[config.mk]
export PLATFORM = sky130hd
export DESIGN_NAME = uart_fifo_ctl
export DESIGN_NICKNAME = d
export VERILOG_FILES = /design/src/rtl/uart_fifo_ctl.sv
export SDC_FILE = /design/constraint.sdc
export NUM_CORES = 1
export LEC_CHECK = 0
export BUFFER_PORTS_ARGS = -buffer_cell sky130_fd_sc_hd__buf_4
export CORE_UTILIZATION = 30
export DETAILED_ROUTE_END_ITERATION = 8
export HOLD_SLACK_MARGIN = 0.08
export PLACE_DENSITY = 0.46
export SLEW_MARGIN = 20
export SYNTH_ARGS = -nofsm -noshare
export SYNTH_HDL_FRONTEND = slang
export SYNTH_SLANG_ARGS = --single-unit
[constraint.sdc]
create_clock -name clk -period 7.98 [get_ports clk]
set_input_delay 1.995 -clock clk [delete_from_list [all_inputs] [get_ports clk]]
set_output_delay 1.995 -clock clk [all_outputs]
set_load 0.01 [all_outputs]
[src/rtl/uart_fifo_ctl.sv]
module uart_fifo_ctl #(
  parameter int DEPTH = 16,
  parameter int DW    = 8
) (
  input  logic          clk,
  input  logic          rst_n,
  input  logic [2:0]    reg_addr,
  input  logic          reg_we,
  input  logic          reg_re,
  input  logic [31:0]   reg_wdata,
  output logic [31:0]   reg_rdata,
  input  logic          tx_pop,
  output logic [DW-1:0] tx_data,
  output logic          tx_avail,
  output logic          tx_idle,
  input  logic          rx_push,
  input  logic [DW-1:0] rx_byte,
  output logic          rx_overrun,
  output logic          irq_tx,
  output logic          irq_rx,
  output logic          irq_err,
  output logic          irq_txbuf
);
  localparam int PW = $clog2(DEPTH);
  localparam int CW = $clog2(DEPTH + 1);
  localparam int LW = 6;
  localparam logic [2:0] A_TXC = 3'd0, A_RXC = 3'd1, A_STAT = 3'd2, A_IEN = 3'd3,
                         A_FLAG = 3'd4, A_TXD = 3'd5, A_RXD = 3'd6;
  localparam logic [CW-1:0] FULL = CW'(DEPTH);

  logic [DW-1:0] tx_mem [DEPTH];
  logic [DW-1:0] rx_mem [DEPTH];
  logic [PW-1:0] tx_wp, tx_rp, rx_wp, rx_rp;
  logic [CW-1:0] tx_cnt, rx_cnt, tx_free;
  logic          tx_en, rx_en;
  logic [LW-1:0] tx_lvl, rx_lvl;
  logic [3:0]    ien;
  logic [2:0]    flag, flag_set, flag_clr;

  wire tx_clr     = reg_we && reg_addr == A_TXC && (reg_wdata[1] || !reg_wdata[0]);
  wire rx_clr     = reg_we && reg_addr == A_RXC && (reg_wdata[1] || !reg_wdata[0]);
  wire tx_push_ok = reg_we && reg_addr == A_TXD && tx_en && tx_cnt != FULL;
  wire tx_pop_ok  = tx_pop && tx_cnt != '0 && !tx_clr;
  wire rx_push_ok = rx_push && rx_en && rx_cnt != FULL && !rx_clr;
  wire rx_pop_ok  = reg_re && reg_addr == A_RXD && rx_cnt != '0 && !rx_clr;

  assign rx_overrun = rx_push && rx_en && rx_cnt == FULL;
  assign tx_free    = tx_en ? FULL - tx_cnt : '0;
  assign tx_data    = tx_mem[tx_rp];
  assign tx_avail   = tx_cnt != '0;
  assign tx_idle    = tx_cnt == '0;

  assign flag_set[0] = tx_pop_ok && !tx_push_ok && LW'(tx_cnt - CW'(1)) <= tx_lvl;
  assign flag_set[1] = rx_push_ok && !rx_pop_ok && LW'(rx_cnt + CW'(1)) >= rx_lvl;
  assign flag_set[2] = rx_overrun;
  assign flag_clr    = (reg_we && reg_addr == A_FLAG) ? reg_wdata[2:0] : 3'b0;

  assign irq_tx    = flag[0] && ien[0];
  assign irq_rx    = flag[1] && ien[1];
  assign irq_err   = flag[2] && ien[2];
  assign irq_txbuf = ien[3] && tx_en && tx_cnt == '0;

  always_ff @(posedge clk) begin
    if (!rst_n) begin
      tx_en <= 1'b0; rx_en <= 1'b0;
      tx_lvl <= '0;  rx_lvl <= '0;
      ien <= '0;     flag <= '0;
    end else begin
      if (reg_we && reg_addr == A_TXC) begin
        tx_en  <= reg_wdata[0];
        tx_lvl <= reg_wdata[8 +: LW];
      end
      if (reg_we && reg_addr == A_RXC) begin
        rx_en  <= reg_wdata[0];
        rx_lvl <= reg_wdata[8 +: LW];
      end
      if (reg_we && reg_addr == A_IEN) ien <= reg_wdata[3:0];
      flag <= (flag & ~flag_clr) | flag_set;
    end
  end

  always_ff @(posedge clk) begin
    if (!rst_n || tx_clr) begin
      tx_wp <= '0; tx_rp <= '0; tx_cnt <= '0;
    end else begin
      if (tx_push_ok) tx_wp <= tx_wp + PW'(1);
      if (tx_pop_ok)  tx_rp <= tx_rp + PW'(1);
      case ({tx_push_ok, tx_pop_ok})
        2'b10:   tx_cnt <= tx_cnt + CW'(1);
        2'b01:   tx_cnt <= tx_cnt - CW'(1);
        default: tx_cnt <= tx_cnt;
      endcase
    end
  end

  always_ff @(posedge clk) begin
    if (!rst_n || rx_clr) begin
      rx_wp <= '0; rx_rp <= '0; rx_cnt <= '0;
    end else begin
      if (rx_push_ok) rx_wp <= rx_wp + PW'(1);
      if (rx_pop_ok)  rx_rp <= rx_rp + PW'(1);
      case ({rx_push_ok, rx_pop_ok})
        2'b10:   rx_cnt <= rx_cnt + CW'(1);
        2'b01:   rx_cnt <= rx_cnt - CW'(1);
        default: rx_cnt <= rx_cnt;
      endcase
    end
  end

  always_ff @(posedge clk) begin
    if (tx_push_ok) tx_mem[tx_wp] <= reg_wdata[DW-1:0];
    if (rx_push_ok) rx_mem[rx_wp] <= rx_byte;
  end

  always_comb begin
    reg_rdata = '0;
    case (reg_addr)
      A_TXC:  reg_rdata = {18'b0, tx_lvl, 7'b0, tx_en};
      A_RXC:  reg_rdata = {18'b0, rx_lvl, 7'b0, rx_en};
      A_STAT: reg_rdata = {2'b0, LW'(tx_free), 10'b0, LW'(tx_cnt), 2'b0, LW'(rx_cnt)};
      A_IEN:  reg_rdata = {28'b0, ien};
      A_FLAG: reg_rdata = {29'b0, flag};
      A_RXD:  reg_rdata = (rx_cnt != '0) ? 32'(rx_mem[rx_rp]) : 32'b0;
      default: reg_rdata = '0;
    endcase
  end

  p_flush_empties_r2: assert property (@(posedge clk) disable iff (!rst_n)
    (reg_we && reg_addr == A_TXC && reg_wdata[1]) |=> tx_cnt == '0);
  p_disabled_empty_r3: assert property (@(posedge clk) disable iff (!rst_n)
    !rx_en |-> rx_cnt == '0);
  p_no_overflow_r5: assert property (@(posedge clk) disable iff (!rst_n)
    tx_cnt <= FULL && rx_cnt <= FULL);
  p_overrun_holds_r7: assert property (@(posedge clk) disable iff (!rst_n)
    (rx_overrun && !reg_re && !reg_we) |=> (rx_cnt == FULL && flag[2]));
  p_txfree_sum_r4: assert property (@(posedge clk) disable iff (!rst_n)
    tx_en |-> (tx_free + tx_cnt == FULL));
  p_idle_pop_r12: assert property (@(posedge clk) disable iff (!rst_n)
    (tx_idle && tx_pop && !reg_we) |=> tx_idle);
endmodule

# --- Word level (Yosys, flattened, before mapping) ---
# Memories as Yosys holds them, arrays and structs flattened. A register that Yosys moved wholly into a read port is not among the register bits.
# Index checks and enable logic that the tools add are counted.
totals:
  reg_bits: 47
  ram_bits: 256
  input_bits: 49
  out_inout_bits: 47
  word_cells: 99
  memories: 2
mem_list:
  columns: ["name", "depth", "word_bits", "read_ports", "rd_clocked_by_memory_dff", "wr", "line_no", "rtl"]
  rows:
  - ["rx_mem", 16, 8, 1, 1, 1, "32", "logic [DW-1:0] rx_mem [DEPTH];"]
  - ["tx_mem", 16, 8, 1, 1, 1, "31", "logic [DW-1:0] tx_mem [DEPTH];"]
classes:
  addsub: 11
  order_cmp: 2
  n_eq_ne: 13
  n_mux: 14
  n_bitwise: 3
  n_reduce_logical: 42
ops:
  columns: ["cell", "count"]
  rows:
  - ["$pmux 29 s6", 1]
  - ["$logic_and 1x1->1", 27]
  - ["$pmux 5 s2", 2]
  - ["$add 4x1->4 const B", 4]
  - ["$mux 4", 4]
  - ["$add 5x1->5 const B", 2]
  - ["$ne 5x5->1 const B", 2]
  - ["$reduce_bool 5->1", 2]
  - ["$sub 5x1->5 const B", 2]
  - ["$eq 3x3->1 const B", 3]
  - ["$mux 8", 1]
  - ["$add 5x1->6 const B", 1]
  - ["$eq 3x2->1 const B", 2]
  - ["$ge 6x6->1", 1]
  - ["$le 6x6->1", 1]
  - ["$logic_not 1->1", 6]
  - ["$sub 5x1->6 const B", 1]
  - ["$eq 5x5->1 const B", 1]
  - ["$logic_not 5->1", 1]
  - ["$mux 5", 1]
  - ["$sub 5x5->5 const A", 1]
  - ["$eq 2x1->1 const B", 2]
  - ["$eq 2x2->1 const B", 2]
  - ["$mux 1", 4]
  - ["8 further kinds", 11]

# --- Depth between registers and ports, before layout ---
# Gate-level depths: netlist (run 1).
depth:
  word_depth: 9
  ltp_mapped: 16

# --- Worst setup path before layout (run 1) ---
# OpenSTA, ideal clock, no wires.
synth_path:
  path_kind: "input port to output port"
  start: "in reg_addr[1]"
  end: "out reg_rdata[3]"
  arrival_ns: 3.098
  t_required_ns: 5.985
  slack_ns: 2.887
  cell_stages: 4
  n_path_buf: 1
  path_cell_list: "buf_2 -> nor2b_1 -> nand4b_1 -> o221ai_1"
synth_via:
  elab_chain_cells: 2
synth_lines:
  columns: ["item", "line_no", "rtl"]
  rows:
  - ["from (decl)", "7", "input logic [2:0] reg_addr,"]
  - ["$eq 3x3->1 (tied with other cells)", "117", "case (reg_addr)"]
  - ["$pmux 29 s6 (*)", "117", null]
  - ["to (decl)", "11", "output logic [31:0] reg_rdata,"]
# Every way passes the cells marked *; elsewhere a longest branch is shown, timed or not.

# --- Worst setup path after layout (run 1) ---
# Same ends and word-level chain as after synthesis.

==> flow_summary.yaml, run 1 <==
status:
  status: "finished, final reports clean"
synth:
  synth.cell_area_sq_mm: 0.0134
  yosysUniqueCellTypes: 54
  ys_ff_latch: 311
  synthCells: 814
  ys_seq_area_share_pct: 65.7
  syn-mean-instance-area_sq_um: 16.4
  synth_warnings: 0
  ys.flop_type: "edfxtp_1"
  synth_edf_count: 256
  synthArstFlopShare_pct: 0
power_and_ir_drop:
  power_density_mw_per_mm2: 222
  ir_worst_vdd_mv: 0.173
  leakagePower_nw: 5.16
die:
  start_util_pct: 30.3
  die_area_sq_mm: 0.0455
  die_width_microns: 213
  fp.coreArea_sq_mm: 0.0441
  io_pins: 96
  die_y_microns: 213
  core.rowCount: 77
worst_setup_path:
  cp-start-kind: "input port"
  end_kind: "primary output"
  path_class: "in -> out"
  worstReg2RegStart: "tx_cnt[0]"
  max_stage_delay_ns: 0.54
  rrSetupSlack_ns: 4.18
  crit_end: "reg_rdata[3]"
  path_max_fanout: 16
  worstPathArrival_ns: 3.99
  startpoint: "reg_addr[1]"
  r2r-end: "tx_cnt[4]"
  crit_required_ns: 5.99
  worst_path_max_delay_cell: "nand4b_1"
  worstRegToRegCells: 14
  cp_cell_sequence: "buf_4, nor2b_1, nand4b_1, o221ai_1, buf_4"
  cp_common_cell: "buf_4"
clock_tree:
  root_buffer: "clkbuf_16"
  clkSinkCount: 311
  cts_setup_buffers: 0
  cts_hold_buf: 0
  cts_resized: 0
  cts_tree: "yes"
  cts_buffers: 35
  path_clk_slew_ns: 0.06
  htree_num_levels: 2
  clockBufferDepth: 3
  clk_latency_ns: 0.54
place:
  dp_hpwl_microns: 18200
  gp_congestion: 0.726
  port_buffers: 64
sta:
  final_hold_viol_count: 0
  fin_crit_sh_pct: 75.0
  fin_skew_ns: 0.0126
  slew_headroom_pct: 48.4
  grt_setup_unrepaired: "false"
  whs_ns: 0.482
  fmax_ghz: 0.167
  tns_ns: 0
  fin_crit_ns: 5.98
  final_max_slew_viol_count: 0
  setup_viol: 0
  worstMarginPinSlew_ns: 0.771
flow_run:
  drv_cap: 0
global_routing:
  overflow: 0
  grt_pass1_wl_microns: 42000
  antenna_found_initial: 0
  grt_max_degree: 33
  grt_use_total_pct: 12.4
  grt_pass1_vias: 6921
cells_and_area:
  nets: 974
  diodes: 0
  drive_gt1_share_pct: 20.0
  syn_to_final_growth_pct: 16.2
detailed_routing:
  drc_errors: 0
  vias: 6776
  post_drt_via_cell_ratio: 4.51
  drt_iter0_drc: 288
  antenna_left: 0
  first_pass_iters: 4
  wl_per_cell_microns: 18.1
  totalWireLength_microns: 27300
worst_hold_path:
  min_path_type: "reg -> reg"
## per-stage QoR
step                instance area, sq um  utilization (%)  instances  worst slack [ns]  total power [W]
floorplan                          13400                -        826              2.89          0.00182
global placement                   14400             32.6       1441              2.05          0.00186
detailed placement                 14400             32.6       1441              1.99          0.00186
CTS                                15600             35.3       1503              1.97          0.00351
global route                       15600             35.3       1503              1.91          0.00357
finish                             15600             35.3       1503              2.00          0.00345
## report_power, final
part           internal [W]  leakage, nW  switching [W]  total (W)
Sequential          0.00176         2.74     0.00000248    0.00176
Combinational     0.0000212         1.85      0.0000446  0.0000658
Clock              0.000989        0.562       0.000641    0.00163
## cells by family after synthesis
logic type	synth area share, %
DFF	65.7
and+or+nand+nor	7.25
muxes	15.7
buffers and inverters	3.16
AOI/OAI and AO/OA	2.90
adders and majority gates	3.76
xor gates and xnor gates	1.57
other	0.0280
## cell usage in the layout, fill, tap and decap left out, types with 3 or more instances in the layout
cell / netlist / layout
a211oi_1: 3 / 3
a21boi_0: 8 / 8
a21o_1: 4 / 4
a21oi_1: 24 / 24
and2_1: 20 / 20
and3_1: 3 / 3
buf_4: 15 / 72
bufinv_16: 0 / 5
clkbuf_1: 10 / 6
clkbuf_16: 0 / 36
clkinv_1: 0 / 6
clkinv_2: 0 / 5
conb_1: 1 / 13
dfxtp_1: 55 / 53
edfxtp_1: 256 / 256
ha_1: 37 / 37
inv_1: 27 / 27
mux2i_1: 34 / 34
mux4_1: 24 / 24
mux4_2: 49 / 49
nand2_1: 41 / 41
nand2b_1: 6 / 6
nand3_1: 4 / 4
nand4_1: 5 / 5
nor2_1: 68 / 68
nor2b_1: 17 / 17
nor3_1: 10 / 10
nor3b_1: 4 / 4
o21ai_0: 5 / 5
o221ai_1: 3 / 3
o22ai_1: 4 / 4
xnor2_1: 9 / 9
xor2_1: 15 / 15
## cell usage after synthesis, drive strengths merged (2+ instances only)
library cell	count	area share, %
and2	20	0.93
nand2	41	1.1
mux2	2	0.17
buf	39	2.1
xor2	15	0.98
a21boi	8	0.45
xnor2	9	0.59
nor2	68	1.9
dfxtp	55	8.2
nor3	10	0.37
fa	2	0.30
or3	2	0.093
nor2b	17	0.79
nor4b	2	0.24
clkbuf	10	0.28
o21a	2	0.11
o21ai	7	0.26
nor3b	5	0.32
o221ai	3	0.20
nand3	4	0.15
a21o	4	0.22
mux4	73	13
nand4	7	0.42
nand4b	2	0.13
inv	28	0.79
a31oi	2	0.093
and3	3	0.14
a21oi	24	0.90
mux2i	34	2.5
nand2b	6	0.28
a221oi	2	0.13
edfxtp	256	57
o22ai	4	0.19
ha	37	3.5
a211oi	3	0.17
## worst min path at each step
stage	startpoint	to	slack [ns]	cells past startpoint
2_1_floorplan	tx_lvl[5]	tx_lvl[5]	0.46	2
3_3_place_gp	tx_lvl[1]	tx_lvl[1]	0.47	2
3_5_place_dp	tx_lvl[3]	tx_lvl[3]	0.48	2
4_1_cts	tx_lvl[3]	tx_lvl[3]	0.49	2
5_1_grt	tx_lvl[3]	tx_lvl[3]	0.50	2
6_report	tx_lvl[3]	tx_lvl[3]	0.48	2
## metal layers
layer,global-route usage (%),up-vias,wire (microns)
li1,-,3253,-
met1,16.6,3395,12900
met4,4.61,0,668
met3,2.13,43,697
met2,20.2,85,13000
met5,0,-,0
## flip-flops by register name, indices dropped and copies added (netlist names), 5 cells and up, named ones only
signal  flops
rx_lvl      6
rx_mem    128
tx_mem    128
tx_cnt      5
rx_cnt      5
tx_lvl      6
## final cells by class
class | instances | area, sq um
Multi-Input combinational cell | 438 | 4220
Timing Repair Buffer | 72 | 541
Clock buffer | 42 | 923
Inverter | 28 | 105
Fill cell | 4295 | 28600
Clock inverter | 20 | 238
Sequential cell | 311 | 8790
Tap cell | 592 | 741
## critical path: cells and delay by family
kind            cells  cell delay, ns
compound gates      1            0.52
buf+inv             2            0.41
simple gates        2            1.06
Note: power is estimated with default switching activity, not from simulation.
==> inputs of run 2 (changes only) <==
PLACE_DENSITY = 0.48   (was 0.46)
clock period = 5.1 ns   (was 7.98 ns; I/O delays follow)
==> flow_summary.yaml, run 2 (synthesis gave the netlist of run 1 again) <==
status:
  status: "finished, final reports clean"
cells_and_area:
  top_regs: "rx_mem: 128 flops, tx_mem: 128 flops"
  syn_to_final_growth_pct: 16.2
  final_cell_mix: "256 x edfxtp_1, 76 x buf_4, 68 x nor2_1"
  nets: 979
  final_common_cell: "edfxtp_1"
  diodes: 0
  drive_gt1_share_pct: 20.2
global_routing:
  grt_pass1_vias: 6970
  overflow: 0
  grt_max_degree: 33
  antenna_found_initial: 0
  grt_pass1_wl_microns: 41900
  grt_use_total_pct: 12.4
sta:
  final_max_slew_viol_count: 0
  slew_headroom_pct: 42.5
  worstMarginPinSlew_ns: 0.862
  fmax_ghz: 0.238
  final_hold_viol_count: 0
  grt_setup_unrepaired: "false"
  setup_viol: 0
  tns_ns: 0
  fin_crit_sh_pct: 82.4
  whs_ns: 0.482
  fin_crit_ns: 4.20
  fin_skew_ns: 0.0182
power_and_ir_drop:
  ir_worst_vdd_mv: 0.280
  leakagePower_nw: 5.17
  power_density_mw_per_mm2: 343
clock_tree:
  cts_setup_buffers: 0
  cts_resized: 0
  htree_num_levels: 2
  root_buffer: "clkbuf_16"
  clk_latency_ns: 0.53
  cts_hold_buf: 0
  cts_tree: "yes"
  clockBufferDepth: 3
  path_clk_slew_ns: 0.06
  cts_buffers: 36
  clkSinkCount: 311
worst_setup_path:
  cp-start-kind: "flip-flop"
  path_max_fanout: 27
  worstPathArrival_ns: 2.93
  end_kind: "primary output"
  path_class: "reg -> out"
  crit_required_ns: 3.83
die:
  io_pins: 96
  die_width_microns: 213
  start_util_pct: 30.3
  core.rowCount: 77
  fp.coreArea_sq_mm: 0.0441
  die_y_microns: 213
  die_area_sq_mm: 0.0455
detailed_routing:
  drc_errors: 0
  post_drt_via_cell_ratio: 4.46
  vias: 6727
  drt_iter0_drc: 338
  antenna_left: 0
  first_pass_iters: 4
  wl_per_cell_microns: 17.9
  totalWireLength_microns: 27000
worst_hold_path:
  min_path_type: "reg -> reg"
place:
  dp_hpwl_microns: 18500
  port_buffers: 64
  gp_congestion: 0.759
flow_run:
  drv_cap: 0
[run 2: cell type report]
class	count	area, sq um
fillers	4288	28600
flip-flops and latches	311	8790
multi-input cells	438	4220
clock buffers	41	951
well taps	592	741
repair buffers	76	571
clock inverters	21	181
inverters	28	105
[run 2: per-layer routing]
layer / vias to the layer above / part of all wire [%] / wire [microns] / global-route usage (%)
met5: - / 0 / 0 / 0
met4: 0 / 2.4 / 646 / 4.63
met3: 44 / 3.4 / 905 / 2.44
met2: 89 / 48 / 13000 / 20.7
met1: 3337 / 46 / 12400 / 15.8
li1: 3257 / - / - / -
[run 2: report_power, final]
group	leakage, nW	switching [W]	internal [W]
sequential	2.74	0.00000379	0.00275
clock	0.550	0.00100	0.00149
combinational	1.88	0.0000697	0.0000340
total	5.17	0.00108	0.00427
[run 2: worst max-delay path, cell delays in order (launching register included)]
cell and delay [ns]:
dfxtp_2 0.89, buf_4 0.32, mux4_2 0.50, mux4_2 0.51
buf_4 0.17
[run 2: path summary, 6_finish.rpt]
kind / from / end / slack, ns / cells after the start
worst max-delay path: flip-flop / tx_data[3] / 0.90 / 4
worst min-delay path: tx_lvl[4] / tx_lvl[4] / 0.48 / 2
worst max register to register: tx_cnt[0] / tx_cnt[4] / 1.34 / 14
worst min register to register: tx_lvl[4] / tx_lvl[4] / 0.48 / 2
[run 2: through the flow]
stage                     area (sq um)  total power (W)  util, %  setup slack (ns)  cells
after CTS                        15600          0.00543     35.3             0.793   1507
after floorplan                  13400          0.00286        -              1.45    826
after global routing             15600          0.00554     35.3             0.720   1507
after detailed placement         14400          0.00291     32.7             0.904   1445
final                            15600          0.00534     35.3             0.897   1507
after global placement           14400          0.00291     32.7             0.893   1445
